==> config.mk <==
export PLATFORM = sky130hd
export DESIGN_NAME = bsel_wr_ctrl
export DESIGN_NICKNAME = d
export VERILOG_FILES = /design/src/rtl/bsel_pkg.sv /design/src/rtl/bsel_rst_sync.sv /design/src/rtl/bsel_seq.sv /design/src/rtl/bsel_lane.sv /design/src/rtl/bsel_wr_ctrl.sv
export SDC_FILE = /design/constraint.sdc
export NUM_CORES = 1
export LEC_CHECK = 0
export BUFFER_PORTS_ARGS = -buffer_cell sky130_fd_sc_hd__buf_2
export CAP_MARGIN = 40
export CORE_MARGIN = 2
export CORE_UTILIZATION = 30
export CTS_CLUSTER_DIAMETER = 80
export CTS_CLUSTER_SIZE = 30
export DETAILED_ROUTE_END_ITERATION = 10
export MAX_ROUTING_LAYER = met4
export SKIP_LAST_GASP = 1
export SYNTH_ARGS = -nofsm -noshare
export SYNTH_HDL_FRONTEND = slang
export SYNTH_SLANG_ARGS = --single-unit
==> constraint.sdc <==
create_clock -name clk -period 1.6 [get_ports clk]
set_input_delay 0.32 -clock clk [delete_from_list [all_inputs] [get_ports clk]]
set_output_delay 0.32 -clock clk [all_outputs]
set_load 0.02 [all_outputs]
==> src/rtl/bsel_pkg.sv <==
package bsel_pkg;
  typedef enum logic [2:0] {
    ST_IDLE = 3'd0,
    ST_ADDR = 3'd1,
    ST_TURN = 3'd2,
    ST_WR1  = 3'd3,
    ST_WR2  = 3'd4,
    ST_REL  = 3'd5
  } phase_t;
endpackage

==> src/rtl/bsel_rst_sync.sv <==
module bsel_rst_sync #(
  parameter int STAGES = 2
) (
  input  logic clk,
  input  logic rst_n,
  output logic rst_sync_n
);
  logic [STAGES-1:0] chain_q;

  always_ff @(posedge clk or negedge rst_n) begin
    if (!rst_n) chain_q <= '0;
    else        chain_q <= {chain_q[STAGES-2:0], 1'b1};
  end

  assign rst_sync_n = chain_q[STAGES-1];
endmodule

==> src/rtl/bsel_seq.sv <==
module bsel_seq
  import bsel_pkg::*;
(
  input  logic   clk,
  input  logic   rst_n,
  input  logic   start_i,
  output logic   accept_o,
  output phase_t phase_o,
  output logic   done_o
);
  phase_t phase_q, phase_d;
  logic   done_q, done_d;

  assign accept_o = start_i && (phase_q == ST_IDLE);

  always_comb begin
    phase_d = phase_q;
    unique case (phase_q)
      ST_IDLE: if (accept_o) phase_d = ST_ADDR;
      ST_ADDR: phase_d = ST_TURN;
      ST_TURN: phase_d = ST_WR1;
      ST_WR1:  phase_d = ST_WR2;
      ST_WR2:  phase_d = ST_REL;
      ST_REL:  phase_d = ST_IDLE;
      default: phase_d = ST_IDLE;
    endcase
    done_d = (phase_q == ST_REL);
  end

  always_ff @(posedge clk or negedge rst_n) begin
    if (!rst_n) begin
      phase_q <= ST_IDLE;
      done_q  <= 1'b0;
    end else begin
      phase_q <= phase_d;
      done_q  <= done_d;
    end
  end

  assign phase_o = phase_q;
  assign done_o  = done_q;
endmodule

==> src/rtl/bsel_lane.sv <==
module bsel_lane
  import bsel_pkg::*;
#(
  parameter int AD_W  = 16,
  parameter int PTR_W = 21,
  localparam int DATA_W = AD_W / 2,
  localparam int HI_W   = PTR_W - 1 - AD_W
) (
  input  logic              clk,
  input  logic              rst_n,
  input  logic              accept_i,
  input  phase_t            phase_i,
  input  logic [PTR_W-1:0]  ptr_i,
  input  logic [DATA_W-1:0] data_i,
  input  logic              wide_i,
  output logic [AD_W-1:0]   ad_o,
  output logic              ad_oe_o,
  output logic              ale_o,
  output logic [HI_W-1:0]   addr_hi_o,
  output logic              wrh_n_o,
  output logic              ba0_o,
  output logic              ub_n_o,
  output logic              lb_n_o
);
  logic [PTR_W-1:0]  ptr_q;
  logic [DATA_W-1:0] data_q;
  logic              wide_q;
  logic              busy, strobe, addr_ph;

  always_ff @(posedge clk or negedge rst_n) begin
    if (!rst_n) begin
      ptr_q  <= '0;
      data_q <= '0;
      wide_q <= 1'b0;
    end else if (accept_i) begin
      ptr_q  <= ptr_i;
      data_q <= data_i;
      wide_q <= wide_i;
    end
  end

  always_comb begin
    busy    = (phase_i != ST_IDLE);
    strobe  = (phase_i == ST_WR1) || (phase_i == ST_WR2);
    addr_ph = (phase_i == ST_ADDR) || (phase_i == ST_TURN);
    ale_o   = (phase_i == ST_ADDR);
    wrh_n_o = !strobe;
    ad_oe_o = busy;
    if (addr_ph)   ad_o = ptr_q[AD_W:1];
    else if (busy) ad_o = {data_q, data_q};
    else           ad_o = '0;
    addr_hi_o = (busy && wide_q) ? ptr_q[PTR_W-1:AD_W+1] : '0;
    ba0_o     = busy && ptr_q[0];
    ub_n_o    = !(busy && ptr_q[0]);
    lb_n_o    = !(busy && !ptr_q[0]);
  end
endmodule

==> src/rtl/bsel_wr_ctrl.sv <==
module bsel_wr_ctrl
  import bsel_pkg::*;
#(
  parameter int AD_W  = 16,
  parameter int PTR_W = 21,
  localparam int DATA_W = AD_W / 2,
  localparam int HI_W   = PTR_W - 1 - AD_W
) (
  input  logic              clk,
  input  logic              rst_n,
  input  logic              start_i,
  input  logic [PTR_W-1:0]  ptr_i,
  input  logic [DATA_W-1:0] data_i,
  input  logic              wide_i,
  output logic [AD_W-1:0]   ad_o,
  output logic              ad_oe_o,
  output logic              ale_o,
  output logic [HI_W-1:0]   addr_hi_o,
  output logic              wrh_n_o,
  output logic              wrl_n_o,
  output logic              oe_n_o,
  output logic              ba0_o,
  output logic              ub_n_o,
  output logic              lb_n_o,
  output logic              busy_o,
  output logic              done_o
);
  logic   rst_sync_n;
  logic   accept;
  phase_t phase;

  bsel_rst_sync #(.STAGES(2)) u_rst (
    .clk(clk), .rst_n(rst_n), .rst_sync_n(rst_sync_n)
  );

  bsel_seq u_seq (
    .clk(clk), .rst_n(rst_sync_n), .start_i(start_i),
    .accept_o(accept), .phase_o(phase), .done_o(done_o)
  );

  bsel_lane #(.AD_W(AD_W), .PTR_W(PTR_W)) u_lane (
    .clk(clk), .rst_n(rst_sync_n), .accept_i(accept), .phase_i(phase),
    .ptr_i(ptr_i), .data_i(data_i), .wide_i(wide_i),
    .ad_o(ad_o), .ad_oe_o(ad_oe_o), .ale_o(ale_o), .addr_hi_o(addr_hi_o),
    .wrh_n_o(wrh_n_o), .ba0_o(ba0_o), .ub_n_o(ub_n_o), .lb_n_o(lb_n_o)
  );

  assign busy_o  = (phase != ST_IDLE);
  assign wrl_n_o = 1'b1;
  assign oe_n_o  = 1'b1;
endmodule

==> qor.csv <==
stage;metric;value;unit
run_status;outcome;finished with violations;
run_status;failing checks;setup timing;
yosys;flops & latches, synth;36;
sta;Max Fclk;512;MHz
detailed_routing;Post-Route WL;5280;um
yosys;Mean Syn Cell Area;12.8;um^2
global_routing;pin count of the biggest net entering global routing;29;
yosys;YS warnings;0;
clock_tree;clock sinks;36;
global_routing;total global-route track usage;15.6;%
floorplan;Core ar.;6280;um^2
sta;Hold Vio Cnt, Final;0;
global_routing;vias in the first global route;1696;
sta;RSZ-0062 raised after global routing;yes;
sta;Setup Skew;0.00648;ns
yosys;sequential area share after synthesis;46.6;%
yosys;commonest register cell after synthesis;dfrtp_1;
placed_design;GPL Wtd Cong;0.666;
worst_hold_path;worst hold-check path type;register to asynchronous set/reset pin;
clock_tree;CTS tree;done;
global_routing;first-pass GRT wire length;8560;um
clock_tree;clk_lat worst skew;0.29;ns
layout;n_diodes;0;
sta;Final Max Tran Viols;0;
setup_path;cell mode on critical path;buf_6;
setup_path;critical path class;register to primary output;
clock_tree;CTS buffer count;5;
setup_path;r2r startpoint;u_seq.phase_o[0]$_DFFE_PN0P_;
setup_path;crit path DAT;1.63;ns
yosys;main area contributors after synthesis;dfrtp_1, mux2_2, a2111o_1;
setup_path;slowest cell on the critical path;dfrtp_2;
power_and_ir_drop;Final Power;7.61;mW
power_and_ir_drop;power per cell area;2440;nW/um^2
detailed_routing;vias after detailed routing;1605;
sta;final worst path period need;1.95;ns
setup_path;crit path cell chain;buf_6 -> buf_4 -> nor4bb_1 -> a2111o_1 -> buf_6;
detailed_routing;wire length per cell;16.5;um
power_and_ir_drop;Static Leak;1.52;nW
global_routing;GRT overflow;0;
yosys;number of flops mapped to enable cells by yosys;0;
clock_tree;Worst-path clk slew;0.07;ns
layout;fin nets;274;
setup_path;Worst Path Max Fanout;7;
setup_path;Worst Path Required;1.28;ns
clock_tree;H-tree levels;2;
placed_design;DP HPWL;3210;um
layout;layout cells sized above 1;68.2;%
sta;Setup-failing EPs final;57;
sta;setup_tns;-12.13;ns
yosys;Synth top area share;46.6;%
sta;crit share post-route;122;%
yosys;Synth top cells by count;dfrtp_1, mux2_2, a2111o_1, nor4bb_1, and3_1;
power_and_ir_drop;VDD IR max;1.27;mV
floorplan;Ports;63;
sta;Final WS setup;-0.352;ns
detailed_routing;Post-route DRC;0;
detailed_routing;1st-pass router iterations;4;
setup_path;worst setup path startpoint;u_seq.phase_o[0]$_DFFE_PN0P_;
layout;# fillers;587;
setup_path;Worst Setup Start Kind;register;
layout;Final Util;49.7;%
placed_design;PortBufs;60;
floorplan;die height;84.3;um
yosys;ys async rst share;100;%
detailed_routing;DRT iter0 DRCs;49;
detailed_routing;vias per inst;5.03;
floorplan;die area;7100;um^2
placed_design;Post-DP Area;2420;um^2
clock_tree;clk buf depth;2;
setup_path;Critical Path End Type;primary output;
yosys;Unique masters post-synth;27;
layout;Reg area;905;um^2
layout;Finished Cell Area;3120;um^2
placed_design;pre-CTS setup slack;-0.0983;ns
job;number of max-cap violations;0;
clock_tree;Clock Tree Root;clkbuf_8;
layout;Syn-to-layout area delta;61.3;%
yosys;Syn Inst Count;151;
floorplan;Core Rows;29;
yosys;count leader, synth;dfrtp_1;
setup_path;max incr delay on CP;0.46;ns
floorplan;die width;84.3;um
global_routing;antenna violations before repair;0;
detailed_routing;post-route ant nets;0;
yosys;Synth Cell Area;1930;um^2
layout;Multi-input gate area;1200;um^2
yosys;cell taking the most area after synthesis;dfrtp_1;
floorplan;Initial Util;30.8;%
-- final cells by class --
cell class,instances,share of cell area [%]
clock inverter,3,1.36
clock buffer,5,2.21
sequential,36,29.0
tap,77,3.09
timing repair buffer,98,25.4
inverter,3,0.361
multi-input combinational,97,38.5
-- sequential cells by signal, indices dropped and copies added (netlist names) --
| register | count |
|---|---|
| u_seq.phase_o | 3 |
| u_rst.chain_q | 2 |
| u_lane.wide_q | 1 |
| u_lane.data_q | 8 |
| u_lane.ptr_q | 21 |
| u_seq.done_o | 1 |
-- cells in the final DEF (no fill, tap or decap), types with 3 or more instances in the layout --
master	n
mux2_4	28
buf_4	16
conb_1	3
nor4bb_1	6
and3_4	9
clkbuf_8	5
nor4bb_4	5
buf_6	30
buf_2	45
a2111o_1	14
buf_8	4
nor4bb_2	3
dfrtp_2	3
and2_1	7
dfrtp_1	33
inv_1	3
-- logic make-up after synthesis --
| logic type | Yosys count | share of synthesized area [%] |
|---|---|---|
| compound gates | 20 | 10.5 |
| xor+xnor | 1 | 0.453 |
| flops | 36 | 46.6 |
| mux | 30 | 17.5 |
| other cells | 1 | 0.194 |
| buf+inv | 20 | 7.25 |
| simple gates | 43 | 17.5 |
-- where the power goes --
part | leakage [nW] | internal (mW) | switching [mW]
logic | 1.04 | 2.91 | 2.16
registers | 0.425 | 1.35 | 0.368
clock network | 0.0541 | 0.461 | 0.346
-- repair_timing --
action	CTS	global route
hold endpoints to repair	2	0
buffers inserted	6	5
setup endpoints to repair	57	57
pin swaps	17	14
cloned	4	1
hold buffers	1	0
resized for setup	87	29
-- critical path, delay by kind of cell (launching register included) --
kind                   cells  cell delay, ns
AOI/OAI and AO/OA          1            0.17
DFF                        1            0.46
buffers and inverters      3            0.43
and+or+nand+nor            1            0.28
-- per-layer routing --
metal	up-vias	track usage, %	share of wire (%)
li1	752	-	-
met1	806	20.5	45
met2	42	24.3	50
met3	5	3.44	4.3
met4	0	4.40	1.1
met5	-	-	0
-- through the flow --
| step | hold slack (ns) | cells |
|---|---|---|
| 2_1_floorplan | 0.0244 | 153 |
| 3_3_place_gp | 0.106 | 294 |
| 3_5_place_dp | 0.107 | 294 |
| 4_1_cts | 0.140 | 313 |
| 5_1_grt | 0.154 | 319 |
| 6_report | 0.132 | 319 |
-- worst paths after layout --
| check | cells after the start | endpoint | slack (ns) |
|---|---|---|---|
| worst max-delay path | 5 | ad_o[12] | -0.35 |
| worst min-delay path | 0 | u_lane.data_q[4]$_DFFE_PN0P_ | 0.13 |
| worst max register to register | 6 | u_lane.ptr_q[3]$_DFFE_PN0P_ | -0.18 |
| worst min register to register | 0 | u_lane.data_q[4]$_DFFE_PN0P_ | 0.13 |
| max in group asynchronous | 1 | u_seq.phase_o[0]$_DFFE_PN0P_ | 1.00 |
| min in group clk | 2 | u_lane.data_q[3]$_DFFE_PN0P_ | 0.25 |
No activity file was read; power rests on OpenSTA's default activity.
